<file path="src/rtl/serPortPkg.sv">
package serPortPkg;
  typedef enum logic [1:0] {
    MODE_SHIFT  = 2'b00,
    MODE_UART8  = 2'b01,
    MODE_UART9F = 2'b10,
    MODE_UART9V = 2'b11
  } serMode_t;

  // Strobes from control to datapath
  typedef struct packed {
    logic txStart;
    logic ovTick;
    logic rxEn;
    logic shiftRxArm;
  } serStrobe_t;

  // Events from datapath back to control
  typedef struct packed {
    logic       txDone;
    logic       rxDone;
    logic [7:0] rxWord;
    logic       rxBit9;
    logic       rxStopOk;
  } serEvent_t;
endpackage

</file>
<file path="src/rtl/serPortTicks.sv">
module serPortTicks
  import serPortPkg::*;
#(
  parameter int SLOW_DIV = 4,
  parameter int FAST_DIV = 2
) (
  input  logic     clk,
  input  logic     rstN,
  input  serMode_t mode,
  input  logic     baudTick,
  input  logic     dblRate,
  output logic     ovTick
);
  localparam int CW = $clog2(SLOW_DIV + 1);

  logic [CW-1:0] divCnt;
  logic [CW-1:0] divLast;

  assign divLast = dblRate ? CW'(FAST_DIV - 1) : CW'(SLOW_DIV - 1);

  always_ff @(posedge clk) begin
    if (!rstN) divCnt <= '0;
    else if (mode != MODE_UART9F || divCnt >= divLast) divCnt <= '0;
    else divCnt <= divCnt + 1'b1;
  end

  always_comb begin
    if (mode == MODE_UART9F) ovTick = (divCnt == divLast);
    else ovTick = (mode != MODE_SHIFT) && baudTick;
  end

  // the fixed-rate divider never produces back-to-back ticks
  a_r4_tick_spacing: assert property (@(posedge clk) disable iff (!rstN)
    (mode == MODE_UART9F && ovTick) |=> (mode != MODE_UART9F || !ovTick));
endmodule

</file>
<file path="src/rtl/serPortCtrl.sv">
module serPortCtrl
  import serPortPkg::*;
(
  input  logic       clk,
  input  logic       rstN,
  input  logic       wrEn,
  input  logic       regSel,
  input  logic [7:0] wrData,
  output logic [7:0] rdData,
  input  logic       ovTickIn,
  input  serEvent_t  ev,
  output serStrobe_t st,
  output serMode_t   mode,
  output logic [8:0] txWord
);
  logic sm2, ren, tb8, rb8, ti, ri;
  logic [7:0] rxBuf;
  logic accept;
  logic ctlWr;

  assign ctlWr = wrEn && !regSel;

  always_comb begin
    case (mode)
      MODE_SHIFT: accept = 1'b1;
      MODE_UART8: accept = !sm2 || ev.rxStopOk;
      default:    accept = !sm2 || ev.rxBit9;
    endcase
  end

  always_ff @(posedge clk) begin
    if (!rstN) begin
      mode  <= MODE_SHIFT;
      {sm2, ren, tb8, rb8, ti, ri} <= '0;
      rxBuf <= '0;
    end else begin
      if (ctlWr) begin
        mode <= serMode_t'(wrData[7:6]);
        {sm2, ren, tb8, rb8, ti, ri} <= wrData[5:0];
      end
      // hardware sets win over a simultaneous software write
      if (ev.txDone) ti <= 1'b1;
      if (ev.rxDone && accept) begin
        ri    <= 1'b1;
        rxBuf <= ev.rxWord;
        if (mode != MODE_SHIFT) rb8 <= ev.rxBit9;
      end
    end
  end

  assign rdData        = regSel ? rxBuf : {mode, sm2, ren, tb8, rb8, ti, ri};
  assign st.txStart    = wrEn && regSel;
  assign st.ovTick     = ovTickIn;
  assign st.rxEn       = ren;
  assign st.shiftRxArm = ren && !ri;
  assign txWord        = {tb8, wrData};

  // flags are only cleared by a control write
  a_r5_ti_hold: assert property (@(posedge clk) disable iff (!rstN)
    (ti && !ctlWr) |=> ti);
  a_r5_ri_hold: assert property (@(posedge clk) disable iff (!rstN)
    (ri && !ctlWr) |=> ri);
  // filtered data frame leaves buffer and flag alone
  a_r8_filter: assert property (@(posedge clk) disable iff (!rstN)
    (ev.rxDone && mode[1] && sm2 && !ev.rxBit9 && !ctlWr)
      |=> ($stable(rxBuf) && ri == $past(ri)));
endmodule

</file>
<file path="src/rtl/serPortDatapath.sv">
module serPortDatapath
  import serPortPkg::*;
#(
  parameter int OVS       = 16,
  parameter int SHIFT_DIV = 12
) (
  input  logic       clk,
  input  logic       rstN,
  input  serMode_t   mode,
  input  serStrobe_t st,
  input  logic [8:0] txWord,
  input  logic       rxdIn,
  output logic       txdOut,
  output logic       rxdOut,
  output logic       rxdOe,
  output serEvent_t  ev
);
  localparam int OW         = $clog2(OVS);
  localparam int SW         = $clog2(SHIFT_DIV);
  localparam int HALF_OVS   = OVS / 2;
  localparam int SHIFT_HALF = SHIFT_DIV / 2;

  typedef enum logic [1:0] {R_IDLE, R_START, R_BITS} rxState_t;

  logic [3:0] lastIdx;
  assign lastIdx = (mode == MODE_UART8) ? 4'd9 : 4'd10;

  // ---------------- mode 0 shift engine ----------------
  logic          m0Busy, m0Rx;
  logic [SW-1:0] m0Phase;
  logic [2:0]    m0Cnt;
  logic [7:0]    m0Sh;
  logic          m0Wrap, m0Last;

  assign m0Wrap = (m0Phase == SW'(SHIFT_DIV - 1));
  assign m0Last = m0Busy && m0Wrap && (m0Cnt == 3'd7);

  always_ff @(posedge clk) begin
    if (!rstN) begin
      m0Busy <= 1'b0; m0Rx <= 1'b0; m0Phase <= '0; m0Cnt <= '0; m0Sh <= '0;
    end else if (!m0Busy) begin
      if (mode == MODE_SHIFT && st.txStart) begin
        m0Busy <= 1'b1; m0Rx <= 1'b0; m0Phase <= '0; m0Cnt <= '0;
        m0Sh   <= txWord[7:0];
      end else if (mode == MODE_SHIFT && st.shiftRxArm) begin
        m0Busy <= 1'b1; m0Rx <= 1'b1; m0Phase <= '0; m0Cnt <= '0;
      end
    end else if (m0Wrap) begin
      m0Phase <= '0;
      m0Cnt   <= m0Cnt + 1'b1;
      m0Sh    <= {m0Rx ? rxdIn : 1'b1, m0Sh[7:1]};
      if (m0Cnt == 3'd7) m0Busy <= 1'b0;
    end else begin
      m0Phase <= m0Phase + 1'b1;
    end
  end

  // ---------------- asynchronous transmitter ----------------
  logic          txBusy;
  logic [10:0]   txSh;
  logic [3:0]    txCnt;
  logic [OW-1:0] txTick;
  logic          txBitEnd, asyncTxDone;

  assign txBitEnd    = txBusy && st.ovTick && (txTick == OW'(OVS - 1));
  assign asyncTxDone = txBitEnd && (txCnt + 4'd1 == lastIdx);

  always_ff @(posedge clk) begin
    if (!rstN) begin
      txBusy <= 1'b0; txSh <= '1; txCnt <= '0; txTick <= '0;
    end else if (!txBusy) begin
      if (mode != MODE_SHIFT && st.txStart) begin
        txBusy <= 1'b1;
        txSh   <= (mode == MODE_UART8) ? {2'b11, txWord[7:0], 1'b0}
                                       : {1'b1, txWord[8], txWord[7:0], 1'b0};
        txCnt  <= '0;
        txTick <= '0;
      end
    end else if (st.ovTick) begin
      if (txTick == OW'(OVS - 1)) begin
        txTick <= '0;
        txSh   <= {1'b1, txSh[10:1]};
        txCnt  <= txCnt + 1'b1;
        if (txCnt == lastIdx) txBusy <= 1'b0;
      end else begin
        txTick <= txTick + 1'b1;
      end
    end
  end

  // ---------------- asynchronous receiver ----------------
  logic          rxMeta, rxSync, rxPrev;
  rxState_t      rxState;
  logic [OW-1:0] rxTick;
  logic [3:0]    rxCnt;
  logic [9:0]    rxSh;
  logic          asyncRxDone;

  always_ff @(posedge clk) begin
    if (!rstN) {rxMeta, rxSync, rxPrev} <= 3'b111;
    else {rxMeta, rxSync, rxPrev} <= {rxdIn, rxMeta, rxSync};
  end

  assign asyncRxDone = (rxState == R_BITS) && st.ovTick &&
                       (rxTick == OW'(OVS - 1)) && (rxCnt == lastIdx - 4'd1);

  always_ff @(posedge clk) begin
    if (!rstN) begin
      rxState <= R_IDLE; rxTick <= '0; rxCnt <= '0; rxSh <= '0;
    end else begin
      case (rxState)
        R_IDLE: if (mode != MODE_SHIFT && st.rxEn && rxPrev && !rxSync) begin
          rxState <= R_START;
          rxTick  <= '0;
        end
        R_START: if (st.ovTick) begin
          if (rxTick == OW'(HALF_OVS - 1)) begin
            rxTick <= '0;
            rxCnt  <= '0;
            rxState <= rxSync ? R_IDLE : R_BITS;
          end else begin
            rxTick <= rxTick + 1'b1;
          end
        end
        R_BITS: if (st.ovTick) begin
          if (rxTick == OW'(OVS - 1)) begin
            rxTick <= '0;
            if (rxCnt == lastIdx - 4'd1) rxState <= R_IDLE;
            else begin
              rxSh  <= {rxSync, rxSh[9:1]};
              rxCnt <= rxCnt + 1'b1;
            end
          end else begin
            rxTick <= rxTick + 1'b1;
          end
        end
        default: rxState <= R_IDLE;
      endcase
    end
  end

  // ---------------- outputs and events ----------------
  always_comb begin
    if (mode == MODE_SHIFT) txdOut = m0Busy ? (m0Phase >= SW'(SHIFT_HALF)) : 1'b1;
    else txdOut = txBusy ? txSh[0] : 1'b1;
  end

  assign rxdOut      = m0Sh[0];
  assign rxdOe       = m0Busy && !m0Rx;
  assign ev.txDone   = (m0Last && !m0Rx) || asyncTxDone;
  assign ev.rxDone   = (m0Last && m0Rx) || asyncRxDone;
  assign ev.rxWord   = (m0Busy && m0Rx) ? {rxdIn, m0Sh[7:1]}
                     : (mode == MODE_UART8) ? rxSh[9:2] : rxSh[8:1];
  assign ev.rxBit9   = (mode == MODE_UART8) ? rxSync : rxSh[9];
  assign ev.rxStopOk = rxSync;

  // a disabled receiver never leaves idle
  a_r9_stay_idle: assert property (@(posedge clk) disable iff (!rstN)
    (rxState == R_IDLE && !st.rxEn) |=> rxState == R_IDLE);
  // the transmit flag event coincides with the stop bit reaching the line
  a_r5_stop_after_flag: assert property (@(posedge clk) disable iff (!rstN)
    asyncTxDone |=> txdOut);
  // a shift operation begins with the clock low
  a_r11_clock_low_first: assert property (@(posedge clk) disable iff (!rstN)
    ($rose(m0Busy) && mode == MODE_SHIFT) |-> !txdOut);
endmodule

</file>
<file path="src/rtl/serPort.sv">
module serPort
  import serPortPkg::*;
#(
  parameter int OVS       = 16,
  parameter int SHIFT_DIV = 12,
  parameter int SLOW_DIV  = 4,
  parameter int FAST_DIV  = 2
) (
  input  logic       clk,
  input  logic       rstN,
  input  logic       wrEn,
  input  logic       regSel,
  input  logic [7:0] wrData,
  output logic [7:0] rdData,
  input  logic       baudTick,
  input  logic       dblRate,
  input  logic       rxdIn,
  output logic       txdOut,
  output logic       rxdOut,
  output logic       rxdOe
);
  serMode_t   mode;
  serStrobe_t st;
  serEvent_t  ev;
  logic       ovTick;
  logic [8:0] txWord;

  serPortTicks #(.SLOW_DIV(SLOW_DIV), .FAST_DIV(FAST_DIV)) i_ticks (
    .clk(clk), .rstN(rstN), .mode(mode), .baudTick(baudTick),
    .dblRate(dblRate), .ovTick(ovTick)
  );

  serPortCtrl i_ctrl (
    .clk(clk), .rstN(rstN), .wrEn(wrEn), .regSel(regSel), .wrData(wrData),
    .rdData(rdData), .ovTickIn(ovTick), .ev(ev), .st(st), .mode(mode),
    .txWord(txWord)
  );

  serPortDatapath #(.OVS(OVS), .SHIFT_DIV(SHIFT_DIV)) i_data (
    .clk(clk), .rstN(rstN), .mode(mode), .st(st), .txWord(txWord),
    .rxdIn(rxdIn), .txdOut(txdOut), .rxdOut(rxdOut), .rxdOe(rxdOe), .ev(ev)
  );
endmodule

</file>
<file path="config.mk">
export PLATFORM = sky130hd
export DESIGN_NAME = serPort
export DESIGN_NICKNAME = d
export VERILOG_FILES = /design/src/rtl/serPortPkg.sv /design/src/rtl/serPortTicks.sv /design/src/rtl/serPortCtrl.sv /design/src/rtl/serPortDatapath.sv /design/src/rtl/serPort.sv
export SDC_FILE = /design/constraint.sdc
export NUM_CORES = 1
export LEC_CHECK = 0
export BUFFER_PORTS_ARGS = -buffer_cell sky130_fd_sc_hd__clkbuf_2
export CELL_PAD_IN_SITES_DETAIL_PLACEMENT = 0
export CELL_PAD_IN_SITES_GLOBAL_PLACEMENT = 1
export CORE_MARGIN = 10
export CORE_UTILIZATION = 50
export DETAILED_ROUTE_END_ITERATION = 12
export GPL_TIMING_DRIVEN = 0
export PLACE_DENSITY_LB_ADDON = 0.1
export SETUP_SLACK_MARGIN = 0.02
export SLEW_MARGIN = 20
export SYNTH_ARGS = -nofsm -noshare
export SYNTH_HDL_FRONTEND = slang
export SYNTH_SLANG_ARGS = --single-unit
</file>
<file path="constraint.sdc">
create_clock -name clk -period 4.3 [get_ports clk]
set_input_delay 0.43 -clock clk [delete_from_list [all_inputs] [get_ports clk]]
set_output_delay 0.43 -clock clk [all_outputs]
set_load 0.02 [all_outputs]
</file>
==> flow_summary.ini <==
[pwr]
p_clk_share_pct = 41.4
p_seq_share_pct = 47.9
p_sw_mw = 0.392
intPower_mw = 1.16
p_per_area_mw_per_mm2 = 346
swShare_pct = 25.2
vdd_ir_drop_max_mv = 0.225
p_comb_share_pct = 10.7
static-leakage-power_nw = 1.89
power_mw = 1.55

[setup_path]
critPathArrivalTime_ns = 1.90
crit_required_ns = 3.87
cp_max_fo = 10
path_class = flip-flop to output port
critPathLaunchType = flip-flop
crit_path_end_kind = output port

[clock_network]
htreeDepth = 3
cts_hold_buf = 0
postCtsSetupBuffers = 0
tritoncts = done
cts_root_buf = clkbuf_8
clkSinkCount = 77
path_clk_slew_ns = 0.09
cts_inserted_buffers = 9
clockBufferDepth = 2
clock_latency_ns = 0.35
cts_resized = 0

[yosys]
synth_most_common_cell = dfxtp_1
ys_seq_area_share_pct = 38.4
synth_top_area_share_pct = 38.4
synth.area.top_cells = dfxtp_1, mux2i_1, nand2_1
synthFlopType = dfxtp_1
yosys_warnings = 0
synthTopCellsByCount = dfxtp_1, nand2_1, nor2_1
yosysTopAreaCell = dfxtp_1
syn_avg_cell_area_um2 = 8.57
ys_async_sr_fraction_pct = 0
yosysUniqueCellTypes = 60
synthesis.area_mm2 = 0.00401
synth-seq-cells = 77
synthCells = 468
synth_edf_count = 0
synthesis.nets = 497

[job]
max-cap-violations = 0

[routing]
via_count = 3423
antenna_left = 0
vias_per_cell = 5.62
drc_errors = 0
drt_first_pass_iters = 4
detail_route.wl_per_cell_um = 16.7
drt_wl_total_mm = 10.1
drt_iter0_markers = 155

[timing]
finalSetupViolCount = 0
setup_tns_ns = 0
worst_pin_slew_ns = 0.700
fin_skew_ns = 0.0106
fin_crit_sh_pct = 54.2
fin_crit_ns = 2.33
rsz0062_at_grt = false
hold_viol = 0
max_freq_mhz = 429
finalMaxSlewViolations = 0
relSlewSlack_pct = 53.3

[layout]
insertedDiodeCount = 0
fillCellCount = 758
layout-drive-gt1-share_pct = 12.2
multi_input_area_mm2 = 0.00225
area_growth_pct = 12.0
nets = 532
final_cells = 609
seq_area_mm2 = 0.00154

[floorplanning]
initial_core_util_pct = 51.7
core.rowCount = 32
fp.dieW_um = 110
core_area_mm2 = 0.00777
die_h_um = 110
die-area_mm2 = 0.0120
ios = 26

[placed_design]
dp.cells = 594
io_buffers = 24
gp_congestion = 0.860
dpl.hpwl_mm = 7.45

[global_route]
antenna_found_initial = 0
grt.total_usage_pct = 17.7
grt_overflow_total = 0
grt_pass1_vias = 3242
grt_max_degree = 13
grt_pass1_wl_mm = 16.8

[worst_hold_path]
hp-class = input pin to flip-flop

[outcome]
status = complete, no violations
[worst max-delay path: stages, from the launching register on]
cell and delay [ns]:
dfxtp_1 0.32, buf_2 0.22, clkbuf_1 0.57, nor2b_1 0.24, clkbuf_2 0.19
[sequential cells by signal (all words and copies together) (netlist names), 2 cells and up]
register	flops
i_data.rxCnt	4
i_ctrl.mode	2
i_data.rxState	2
i_data.m0Sh	8
i_ctrl.rxBuf	8
i_data.txSh	10
i_data.txCnt	4
i_data.txTick	4
i_ticks.divCnt	3
i_data.rxTick	4
i_data.m0Cnt	3
i_data.rxSh	9
i_data.m0Phase	4
[metal layers]
| metal | vias up | wire length [um] | GRT usage, % |
|---|---|---|---|
| met2 | 46 | 4750 | 28.8 |
| met5 | - | 0 | 0 |
| met1 | 1648 | 4890 | 23.0 |
| li1 | 1719 | - | - |
| met4 | 0 | 81 | 4.37 |
| met3 | 10 | 415 | 4.27 |
[through the flow]
step | worst slack, ns | hold WS (ns) | util [%] | area (um2)
after CTS | 1.94 | 0.323 | 57.8 | 4490
after global routing | 1.86 | 0.325 | 57.8 | 4490
after floorplan | 2.37 | 0.386 | - | 4010
after global placement | 2.10 | 0.393 | 54.8 | 4260
final | 1.97 | 0.327 | 57.8 | 4490
after detailed placement | 2.08 | 0.397 | 54.8 | 4260
[placed cells by master, fill, tap and decap left out, types with 3 or more instances in the layout]
cell type | netlist | layout
clkbuf_8 | 0 | 12
ha_1 | 14 | 14
mux2_2 | 4 | 4
inv_1 | 15 | 15
o21a_1 | 3 | 3
nor3b_1 | 3 | 3
nor2_1 | 51 | 51
mux2i_1 | 39 | 39
buf_2 | 3 | 3
a21oi_1 | 20 | 20
nor3_1 | 7 | 7
clkbuf_1 | 19 | 19
and2_1 | 11 | 11
and3_1 | 3 | 3
nand2_1 | 57 | 57
nand3_1 | 9 | 9
nor2b_1 | 7 | 7
nand3b_1 | 5 | 5
a22oi_1 | 6 | 6
o31ai_1 | 3 | 3
a211oi_1 | 15 | 15
clkbuf_2 | 0 | 24
o211ai_1 | 9 | 9
buf_6 | 6 | 6
a31oi_1 | 5 | 5
o21ai_0 | 29 | 29
nand2b_1 | 7 | 7
dfxtp_1 | 77 | 77
[logic make-up (layout without fill, tap and decap cells)]
logic type	Yosys count	count (layout)	share of synthesized area, %
AOI/OAI and AO/OA	109	109	17.6
xor gates and xnor gates	3	3	1.12
muxes	43	43	10.9
DFF	77	77	38.4
buffers and inverters	45	84	5.52
and+or+nand+nor	177	177	22.1
adders and majority gates	14	14	4.37
[worst paths after layout]
kind         slack (ns)                           to  cells past startpoint                           start
min reg2reg        0.41     i_data.rxSync$_SDFF_PN1_                      1        i_data.rxMeta$_SDFF_PN1_
max                1.97                        rxdOe                      4        i_data.m0Busy$_SDFF_PN0_
max reg2reg        2.19  i_data.m0Sh[7]$_SDFFE_PN0P_                      8  i_data.m0Phase[0]$_SDFFE_PN0P_
min                0.33     i_data.rxMeta$_SDFF_PN1_                      2                           rxdIn
[final cells by class]
cell class,count,area share [%]
inverter,16,1.34
tap,102,2.84
timing repair buffer,24,2.67
clock buffer,12,3.68
multi-input combinational,346,50.1
buffer,29,3.59
sequential,77,34.3
clock inverter,3,1.50
[power groups by stage]
stage | logic (mW) | clock network, mW | registers [mW]
2_1_floorplan | 0.114 | 0 | 0.757
3_3_place_gp | 0.163 | 0 | 0.761
3_5_place_dp | 0.164 | 0 | 0.761
4_1_cts | 0.165 | 0.652 | 0.745
5_1_grt | 0.183 | 0.685 | 0.747
6_report | 0.166 | 0.643 | 0.745
Power figures use the tool's default switching activity.
